**config.mk**
```make
export PLATFORM = sky130hd
export DESIGN_NAME = adc_digit_combiner
export DESIGN_NICKNAME = d
export VERILOG_FILES = /design/src/rtl/adc_corr_pkg.sv /design/src/rtl/adc_skew_line.sv /design/src/rtl/adc_overlap_sum.sv /design/src/rtl/adc_fill_track.sv /design/src/rtl/adc_digit_combiner.sv
export SDC_FILE = /design/constraint.sdc
export NUM_CORES = 1
export LEC_CHECK = 0
export BUFFER_PORTS_ARGS = -buffer_cell sky130_fd_sc_hd__buf_2
export CAP_MARGIN = 20
export CORE_AREA = 2 2 64 66
export CTS_CLUSTER_DIAMETER = 40
export CTS_CLUSTER_SIZE = 16
export DETAILED_ROUTE_END_ITERATION = 6
export DIE_AREA = 0 0 66 68
export GPL_ROUTABILITY_DRIVEN = 0
export PLACE_DENSITY = 0.83
export SLEW_MARGIN = 0
export SYNTH_ARGS = -nofsm -noshare
export SYNTH_HDL_FRONTEND = slang
export SYNTH_SLANG_ARGS = --single-unit
```
**constraint.sdc**
```tcl
create_clock -name clk -period 4.5 [get_ports clk]
set_input_delay 0.45 -clock clk [delete_from_list [all_inputs] [get_ports clk]]
set_output_delay 0.45 -clock clk [all_outputs]
set_load 0.02 [all_outputs]
```
**src/rtl/adc_corr_pkg.sv**
```systemverilog
package adc_corr_pkg;
  // Default geometry: six residue stages of two-bit digits plus one flash bit.
  localparam int unsigned STAGES_DEF = 6;
  localparam int unsigned DIGW_DEF   = 2;

  // Output width follows from the stage count: stage one carries two bits,
  // each later stage and the flash bit one bit each.
  function automatic int unsigned code_width(input int unsigned stages);
    return stages + 2;
  endfunction

  // Number of alignment registers a given stage (0-based) needs.
  function automatic int unsigned skew_depth(input int unsigned stages,
                                             input int unsigned idx);
    return stages - 1 - idx;
  endfunction
endpackage

```
**src/rtl/adc_skew_line.sv**
```systemverilog
module adc_skew_line #(
  parameter int unsigned W     = 2,
  parameter int unsigned DEPTH = 1
) (
  input  logic         clk,
  input  logic         rst_n,
  input  logic [W-1:0] din,
  output logic [W-1:0] dout
);
  logic [W-1:0] tap_q [DEPTH];
  logic [W-1:0] tap_d [DEPTH];

  always_comb begin
    tap_d[0] = din;
    for (int j = 1; j < DEPTH; j++) begin
      tap_d[j] = tap_q[j-1];
    end
  end

  always_ff @(posedge clk or negedge rst_n) begin
    if (!rst_n) begin
      for (int j = 0; j < DEPTH; j++) tap_q[j] <= '0;
    end else begin
      for (int j = 0; j < DEPTH; j++) tap_q[j] <= tap_d[j];
    end
  end

  assign dout = tap_q[DEPTH-1];
endmodule

```
**src/rtl/adc_overlap_sum.sv**
```systemverilog
module adc_overlap_sum #(
  parameter int unsigned STAGES = 6,
  parameter int unsigned DIGW   = 2,
  parameter int unsigned OUTW   = STAGES + 2
) (
  input  logic [STAGES*DIGW-1:0] dig_al,
  input  logic                   fin_al,
  output logic [OUTW-1:0]        code
);
  localparam int unsigned SW = OUTW + 3;
  localparam logic signed [SW-1:0] MAXC = SW'((1 << OUTW) - 1);
  localparam logic signed [SW-1:0] BIAS = SW'(1 << (OUTW - 3));

  logic signed [SW-1:0] acc;
  logic        [SW-1:0] uext;

  always_comb begin
    uext = {{(SW-DIGW){1'b0}}, dig_al[DIGW-1:0]};
    acc  = BIAS + ($signed(uext) <<< (OUTW - 2));
    for (int i = 1; i < STAGES; i++) begin
      uext = {{(SW-DIGW){1'b0}}, dig_al[i*DIGW +: DIGW]};
      acc  = acc + (($signed(uext) - SW'(1)) <<< (OUTW - 2 - i));
    end
    acc = acc + $signed({{(SW-1){1'b0}}, fin_al});

    if (acc < 0) begin
      code = '0;
    end else if (acc > MAXC) begin
      code = '1;
    end else begin
      code = acc[OUTW-1:0];
    end
  end
endmodule

```
**src/rtl/adc_fill_track.sv**
```systemverilog
module adc_fill_track #(
  parameter int unsigned FILL = 5
) (
  input  logic clk,
  input  logic rst_n,
  output logic full
);
  localparam int unsigned CW = $clog2(FILL + 1);

  logic [CW-1:0] cnt_q, cnt_d;
  logic          cnt_en;

  assign cnt_en = (cnt_q != CW'(FILL));

  always_comb begin
    cnt_d = cnt_q;
    if (cnt_en) cnt_d = cnt_q + CW'(1);
  end

  always_ff @(posedge clk or negedge rst_n) begin
    if (!rst_n) cnt_q <= '0;
    else        cnt_q <= cnt_d;
  end

  assign full = !cnt_en;
endmodule

```
**src/rtl/adc_digit_combiner.sv**
```systemverilog
module adc_digit_combiner
  import adc_corr_pkg::*;
#(
  parameter int unsigned STAGES = STAGES_DEF,
  parameter int unsigned DIGW   = DIGW_DEF
) (
  input  logic                          clk,
  input  logic                          rst_n,
  input  logic [STAGES*DIGW-1:0]        stg_dig,
  input  logic                          fin_bit,
  output logic [code_width(STAGES)-1:0] code_out,
  output logic                          code_vld
);
  localparam int unsigned OUTW = code_width(STAGES);

  logic [STAGES*DIGW-1:0] dig_al;
  logic [OUTW-1:0]        code_d, code_q;
  logic                   vld_d, vld_q;
  logic                   pipe_full;

  // Earlier stages wait longer; the last stage passes straight through.
  for (genvar g = 0; g < STAGES; g++) begin : g_stage
    localparam int unsigned DEP = skew_depth(STAGES, g);
    if (DEP == 0) begin : g_direct
      assign dig_al[g*DIGW +: DIGW] = stg_dig[g*DIGW +: DIGW];
    end else begin : g_delay
      adc_skew_line #(.W(DIGW), .DEPTH(DEP)) u_skew (
        .clk  (clk),
        .rst_n(rst_n),
        .din  (stg_dig[g*DIGW +: DIGW]),
        .dout (dig_al[g*DIGW +: DIGW])
      );
    end
  end

  adc_overlap_sum #(.STAGES(STAGES), .DIGW(DIGW), .OUTW(OUTW)) u_sum (
    .dig_al(dig_al),
    .fin_al(fin_bit),
    .code  (code_d)
  );

  adc_fill_track #(.FILL(STAGES - 1)) u_fill (
    .clk  (clk),
    .rst_n(rst_n),
    .full (pipe_full)
  );

  always_comb begin
    vld_d = vld_q | pipe_full;
  end

  always_ff @(posedge clk or negedge rst_n) begin
    if (!rst_n) begin
      code_q <= '0;
      vld_q  <= 1'b0;
    end else begin
      code_q <= code_d;
      vld_q  <= vld_d;
    end
  end

  assign code_out = code_q;
  assign code_vld = vld_q;
endmodule

```
==> Word level (Yosys, flattened, before mapping) <==
Index checks and enable logic that the tools add are counted.
{ "word_totals": {"register_bits": 42, "latchBits": 0, "ramBits": 0, "rom_bits": 0, "inputBits": 15, "output_inout_bits": 9, "wordCells": 38, "memories": 0} }
{ "classes": {"n_addsub": 13, "multipliers": 0, "div": 0, "magnitude_cmp": 2, "n_eq_ne": 1, "shift": 0, "mux": 2, "bitwise_logic": 1, "n_reduce_logical": 1} }
{ "ops": {"columns": ["op", "n"], "rows": [
  ["11-bit adder", 5],
  ["8-bit 2-to-1 mux", 2],
  ["2-bit by 1-bit subtractor with 3-bit output (second input constant)", 5],
  ["11-bit by 2-bit adder with 11-bit output", 1],
  ["11-bit by 9-bit greater-than comparator with 1-bit output (second input constant)", 1],
  ["11-bit by 1-bit less-than comparator with 1-bit output (second input constant)", 1],
  ["6-bit by 8-bit adder with 9-bit output (first input constant)", 1],
  ["3-bit by 1-bit adder with 3-bit output (second input constant)", 1],
  ["3-bit inequality test (second input constant)", 1],
  ["1-bit logical NOT", 1],
  ["1-bit OR", 1]
]} }

==> Depth between registers and ports, before layout <==
{ "depth": {"word_depth": 10, "depth_mapped": 15, "mapped_depth_nobuf": 15} }

==> Modules after synthesis <==
Synthesis repeated with hierarchy kept, for this count alone.
{ "hier_totals": {"hier_cells": 166, "area_unflattened_um2": 2094.5} }
{ "modules_own_cells": {"columns": ["module", "instances", "cells_per_inst", "area_per_inst_um2", "seq_area_each_um2"], "rows": [
  ["adc_overlap_sum", 1, 113, 964.7, 0.0],
  ["adc_skew_line (g_stage[0].g_delay.u_skew)", 1, 10, 250.2, 250.2],
  ["adc_digit_combiner", 1, 10, 231.5, 225.2],
  ["adc_skew_line (g_stage[1].g_delay.u_skew)", 1, 8, 200.2, 200.2],
  ["adc_skew_line (g_stage[2].g_delay.u_skew)", 1, 6, 150.1, 150.1],
  ["adc_fill_track", 1, 13, 147.6, 75.1],
  ["adc_skew_line (g_stage[3].g_delay.u_skew)", 1, 4, 100.1, 100.1],
  ["adc_skew_line (g_stage[4].g_delay.u_skew)", 1, 2, 50.0, 50.0]
]} }

==> Worst setup path after synthesis <==
OpenSTA, ideal clock, no wires.
{ "synth_path": {"path_type": "input to register", "from": "input port stg_dig[10]", "to": "register code_q[0], in the netlist code_out[0]", "setup_ns": 0.119, "arrival_ns": 3.814, "required_time_ns": 4.381, "path_slack_ns": 0.567, "path_stages": 13, "path_buffers": 0, "cell_sequence": "inv_1 ha_1 inv_1 fa_1 fa_1 fa_1 inv_1 ha_1 a21o_1 a2111o_1 o311ai_2 a21oi_4 o21a_1"} }
{ "synth_between": {"elab_chain_len": 6, "word_cells_on_any_way": 7, "cone_classes": "3 x add/sub; 2 x order compare; 2 x mux"} }
{ "synth_rtl": {"columns": ["element", "line", "text"], "rows": [
  ["from (decl)", "adc_digit_combiner.sv:9", "input logic [STAGES*DIGW-1:0] stg_dig,"],
  ["2-bit by 1-bit subtractor with 3-bit output (*)", "adc_overlap_sum.sv:22", "acc = acc + (($signed(uext) - SW'(1)) <<< (OUTW - 2 - i));"],
  ["11-bit adder (*)", "adc_overlap_sum.sv:22", null],
  ["11-bit by 2-bit adder with 11-bit output (*)", "adc_overlap_sum.sv:24", "acc = acc + $signed({{(SW-1){1'b0}}, fin_al});"],
  ["11-bit by 9-bit greater-than comparator with 1-bit output", "adc_overlap_sum.sv:28", "end else if (acc > MAXC) begin"],
  ["8-bit 2-to-1 mux", "adc_overlap_sum.sv:28", null],
  ["8-bit 2-to-1 mux (*)", "adc_overlap_sum.sv:26", "if (acc < 0) begin"],
  ["via code_d[0]", "adc_digit_combiner.sv:17", "logic [OUTW-1:0] code_d, code_q;"],
  ["to (signal assigned)", "adc_digit_combiner.sv:57", "code_q <= code_d;"],
  ["to (decl)", "adc_digit_combiner.sv:17", null]
]} }
The timed path passes the listed nets; every way through them passes the cells marked *.
A chain may end at the register's enable or synchronous reset.

==> Worst setup path in the final report <==
{ "layout_path": {"from": "register g_stage[4].g_delay.u_skew.tap_q, in the netlist g_stage[4].g_delay.u_skew.dout[0]", "to": "register code_q[1], in the netlist code_out[1]"} }
{ "layout_between": {"elab_chain_len": 7, "word_cells_on_any_way": 8, "cone_classes": "4 x add/sub; 2 x order compare; 2 x mux"} }
{ "layout_rtl": {"columns": ["element", "line", "text"], "rows": [
  ["from (decl)", "adc_skew_line.sv:10", "logic [W-1:0] tap_q [DEPTH];"],
  ["2-bit by 1-bit subtractor with 3-bit output (*)", "adc_overlap_sum.sv:22", null],
  ["11-bit adder (*) (2 in series)", "adc_overlap_sum.sv:22", null],
  ["11-bit by 2-bit adder with 11-bit output (*)", "adc_overlap_sum.sv:24", null],
  ["11-bit by 9-bit greater-than comparator with 1-bit output", "adc_overlap_sum.sv:28", null],
  ["8-bit 2-to-1 mux", "adc_overlap_sum.sv:28", null],
  ["8-bit 2-to-1 mux (*)", "adc_overlap_sum.sv:26", null],
  ["via code_d[1]", "adc_digit_combiner.sv:17", null]
]} }
Marked as above.

==> summary.txt <==
Outcome
  – Result of the run: completed

Timing
  – TNS Setup: 0 ns
  – Number of hold violations in the final report: 0
  – Maximum achievable frequency: 250 MHz
  – RSZ-0062 raised after global routing: no
  – Worst Max-Slew Pin Slew: 0.856 ns
  – Final period util: 89.0%
  – Setup Viol. Count Final: 0
  – Slew HR: 42.9%
  – Max Transition Viols Final: 0
  – Post-route minimum period: 4.00 ns
  – Final setup skew: 0.00247 ns

Clock tree
  – Cts bufs inserted: 5
  – Hold bufs inserted after CTS: 0
  – Post CTS Setup Buffer Count: 0
  – Number of clock sinks: 42
  – Clock input transition at the sequential cells of the worst setup and hold paths: 0.07 ns
  – CTS tree: done
  – Worst-case clock buffer depth: 2
  – Insertion delay of the later-clocked pin in the worst-skew pair: 0.29 ns
  – Post-cts resize count: 0
  – H-tree levels: 2
  – Root buffer cell: sky130_fd_sc_hd__clkbuf_8

Power and ir drop
  – Flop pwr share: 34.6%
  – Internal power contribution: 811 µW
  – Clock Power Share: 18.8%
  – Switching fraction of total power: 37.0%
  – Power per standard cell area: 553 nW/µm²
  – Maximum ir drop on the vdd rail: 331 µV
  – Share of power burned in combinational logic: 46.5%
  – Total power draw: 1290 µW
  – Switch Pwr: 476 µW
  – Leak Pwr: 0.00120 µW

Yosys
  – Net Count, Synth: 211
  – Adder-cell share of the synthesized area: 27.8%
  – Warnings, synthesis: 0
  – XOR/XNOR share of the synthesized area: 2.07%
  – Cell area after synthesis: 2050 µm²
  – Post-synth top area cell: sky130_fd_sc_hd__dfrtp_1
  – Top cell type's share of synthesized area: 51.2%
  – Fraction of the yosys area taken by sequential cells: 51.2%
  – Average cell area after synthesis: 12.8 µm²
  – Flip-flop and latch count after synthesis: 42
  – Multiplexer share of the synthesized area: 0.487%
  – Post-Syn Instances: 160
  – Ranking of synthesized cells by area: sky130_fd_sc_hd__dfrtp_1, sky130_fd_sc_hd__fa_1, sky130_fd_sc_hd__ha_1
  – Area fraction in compound gates after synthesis: 7.49%
  – Netlist cell types: 23
  – Simple-gate portion of the synthesized area: 3.53%
  – Dominant combinational cell family by area after synthesis: adder cells

Critical path
  – Combined buffer and inverter count along the critical path: 5
  – Crit path max-delay cell type: sky130_fd_sc_hd__fa_1
  – Crit path max-delay family: adder cells
  – Beginning of the critical path: g_stage[4].g_delay.u_skew.dout[0]$_DFF_PN0_
  – Max Fanout on Critical Path: 8
  – Crit-path cells: inv_1 -> ha_1 -> inv_1 -> fa_1 -> inv_1 -> fa_1 -> inv_1 -> fa_1 -> inv_1 -> ha_1 -> o21ai_0 -> o21bai_1 -> a21oi_1 -> xnor2_2 -> o21a_1
  – Terminus of the critical flop-to-flop path: code_out[1]$_DFF_PN0_
  – Worst setup EP type: flip-flop
  – Most frequent cell on the critical path: sky130_fd_sc_hd__inv_1
  – Worst EP required: 4.73 ns
  – Category of the worst setup path launch point: flip-flop
  – Biggest cell delay along the critical path: 0.62 ns
  – Reg2reg path depth: 15
  – Last element of the critical path: code_out[1]$_DFF_PN0_
  – Worst setup slack for register-to-register paths: 0.50 ns
  – Critical path arrival: 4.23 ns
  – Reg-to-Reg Start: g_stage[4].g_delay.u_skew.dout[0]$_DFF_PN0_
  – Worst setup path category: reg -> reg
  – WP depth: 15

Placement
  – HPWL after DPL: 2260 µm
  – # port buffers: 23

Die
  – FP Rows: 23
  – Die Width: 66 µm
  – Die area: 4490 µm²
  – Core Area: 3860 µm²
  – Chip height: 68 µm
  – Effective utilization at floorplan: 53.3%
  – Top-Level Pins: 24

Global route
  – Vias in the first global route: 1170
  – Largest net degree at the start of global routing: 43
  – Congestion Overflow GR: 0
  – Number of antenna violations at the first check in global routing: 0
  – Tot GR Track Use: 15.1%
  – Wire length of the first global-routing pass: 4860 µm

Job
  – Max-capacitance violation count: 0

Routing
  – Routed wire length: 2890 µm
  – Average wire per cell in the routed design: 12.0 µm
  – Remaining number of nets flagged by the antenna check after routing: 0
  – Post-detailed-route via-to-cell ratio: 4.68
  – First-pass detailed-route iteration total: 4
  – Detailed-route DRC error count: 0
  – Routed vias: 1127
  – Detailed Route Iter0 Violations: 25

Min path
  – Class of the worst hold path: in -> reg
  – Min-delay src: stg_dig[1]

Cells and area
  – Final net count: 241
  – Share of final-layout standard cells stronger than drive strength 1: 17.8%
  – Commonest non-fill, non-tap cell in the layout: sky130_fd_sc_hd__dfrtp_1
  – Area grow syn2layout: 13.3%
  – Commonest cells after routing, fill and taps aside: sky130_fd_sc_hd__dfrtp_1, sky130_fd_sc_hd__inv_1, sky130_fd_sc_hd__buf_2
  – # diodes: 0
[registers in the layout (all words and copies together), names as in the netlist]
| signal | flops |
|---|---|
| code_vld | 1 |
| g_stage.g_delay.u_skew.tap_d | 20 |
| u_fill.cnt_q | 3 |
| g_stage.g_delay.u_skew.dout | 10 |
| code_out | 8 |
[metal layers]
| metal | up-vias | share of wire (%) | track usage, % |
|---|---|---|---|
| met1 | 542 | 41 | 17.4 |
| met2 | 28 | 50 | 24.6 |
| met4 | 0 | 4.2 | 10.5 |
| met3 | 12 | 4.3 | 4.44 |
| met5 | - | 0 | 0 |
| li1 | 545 | - | - |
[how the worst min path moves through the flow]
stage	slack, ns	cells after the start	end
6_report	0.26	1	g_stage[0].g_delay.u_skew.tap_d[7]$_DFF_PN0_
5_1_grt	0.25	1	g_stage[2].g_delay.u_skew.tap_d[2]$_DFF_PN0_
4_1_cts	0.25	1	g_stage[2].g_delay.u_skew.tap_d[2]$_DFF_PN0_
3_5_place_dp	0.33	0	g_stage[0].g_delay.u_skew.dout[1]$_DFF_PN0_
3_3_place_gp	0.33	0	g_stage[2].g_delay.u_skew.dout[1]$_DFF_PN0_
2_1_floorplan	0.15	0	code_out[0]$_DFF_PN0_
[stage by stage]
step	util (%)	cell area (µm²)	cells	hold slack, ns	worst slack, ns
after floorplan	-	2050	160	0.154	0.567
after global placement	57.9	2230	233	0.331	0.271
after detailed placement	57.9	2230	233	0.335	0.225
after CTS	60.4	2330	241	0.250	0.476
after global routing	60.4	2330	241	0.245	0.199
final	60.4	2330	241	0.262	0.497
[cells by family after synthesis]
kind of cell,Yosys count
and+or+nand+nor,17
xor gates and xnor gates,4
DFF,42
AOI/OAI and AO/OA,19
adders and majority gates,36
muxes,1
buffers and inverters,41
[Yosys cell counts (all sizes together)]
master / instances
nor3: 1
nand2: 6
a31oi: 2
mux2i: 1
a2111o: 1
and3: 2
xnor2: 3
ha: 20
xor2: 1
nand2b: 1
inv: 41
dfrtp: 42
o21a: 8
o21bai: 1
o21ai: 1
o311ai: 1
nor2: 7
a21oi: 3
a211oi: 1
fa: 16
a21o: 1
[power by group through the flow]
stage | clock network [µW] | logic, µW | registers [µW]
2_1_floorplan | 0 | 408 | 503
3_3_place_gp | 0 | 575 | 453
3_5_place_dp | 0 | 602 | 454
4_1_cts | 251 | 605 | 446
5_1_grt | 265 | 667 | 452
6_report | 243 | 599 | 446
[area by class of cell]
cell class                      instances  area, µm²
Clock inverter                          2       12.5
Sequential cell                        42       1050
Timing Repair Buffer                   23        115
Fill cell                             319       1530
Multi-Input combinational cell         77        850
Clock buffer                            6       82.6
Inverter                               41        154
Tap cell                               50       62.6
No activity file was read; power rests on OpenSTA's default activity.
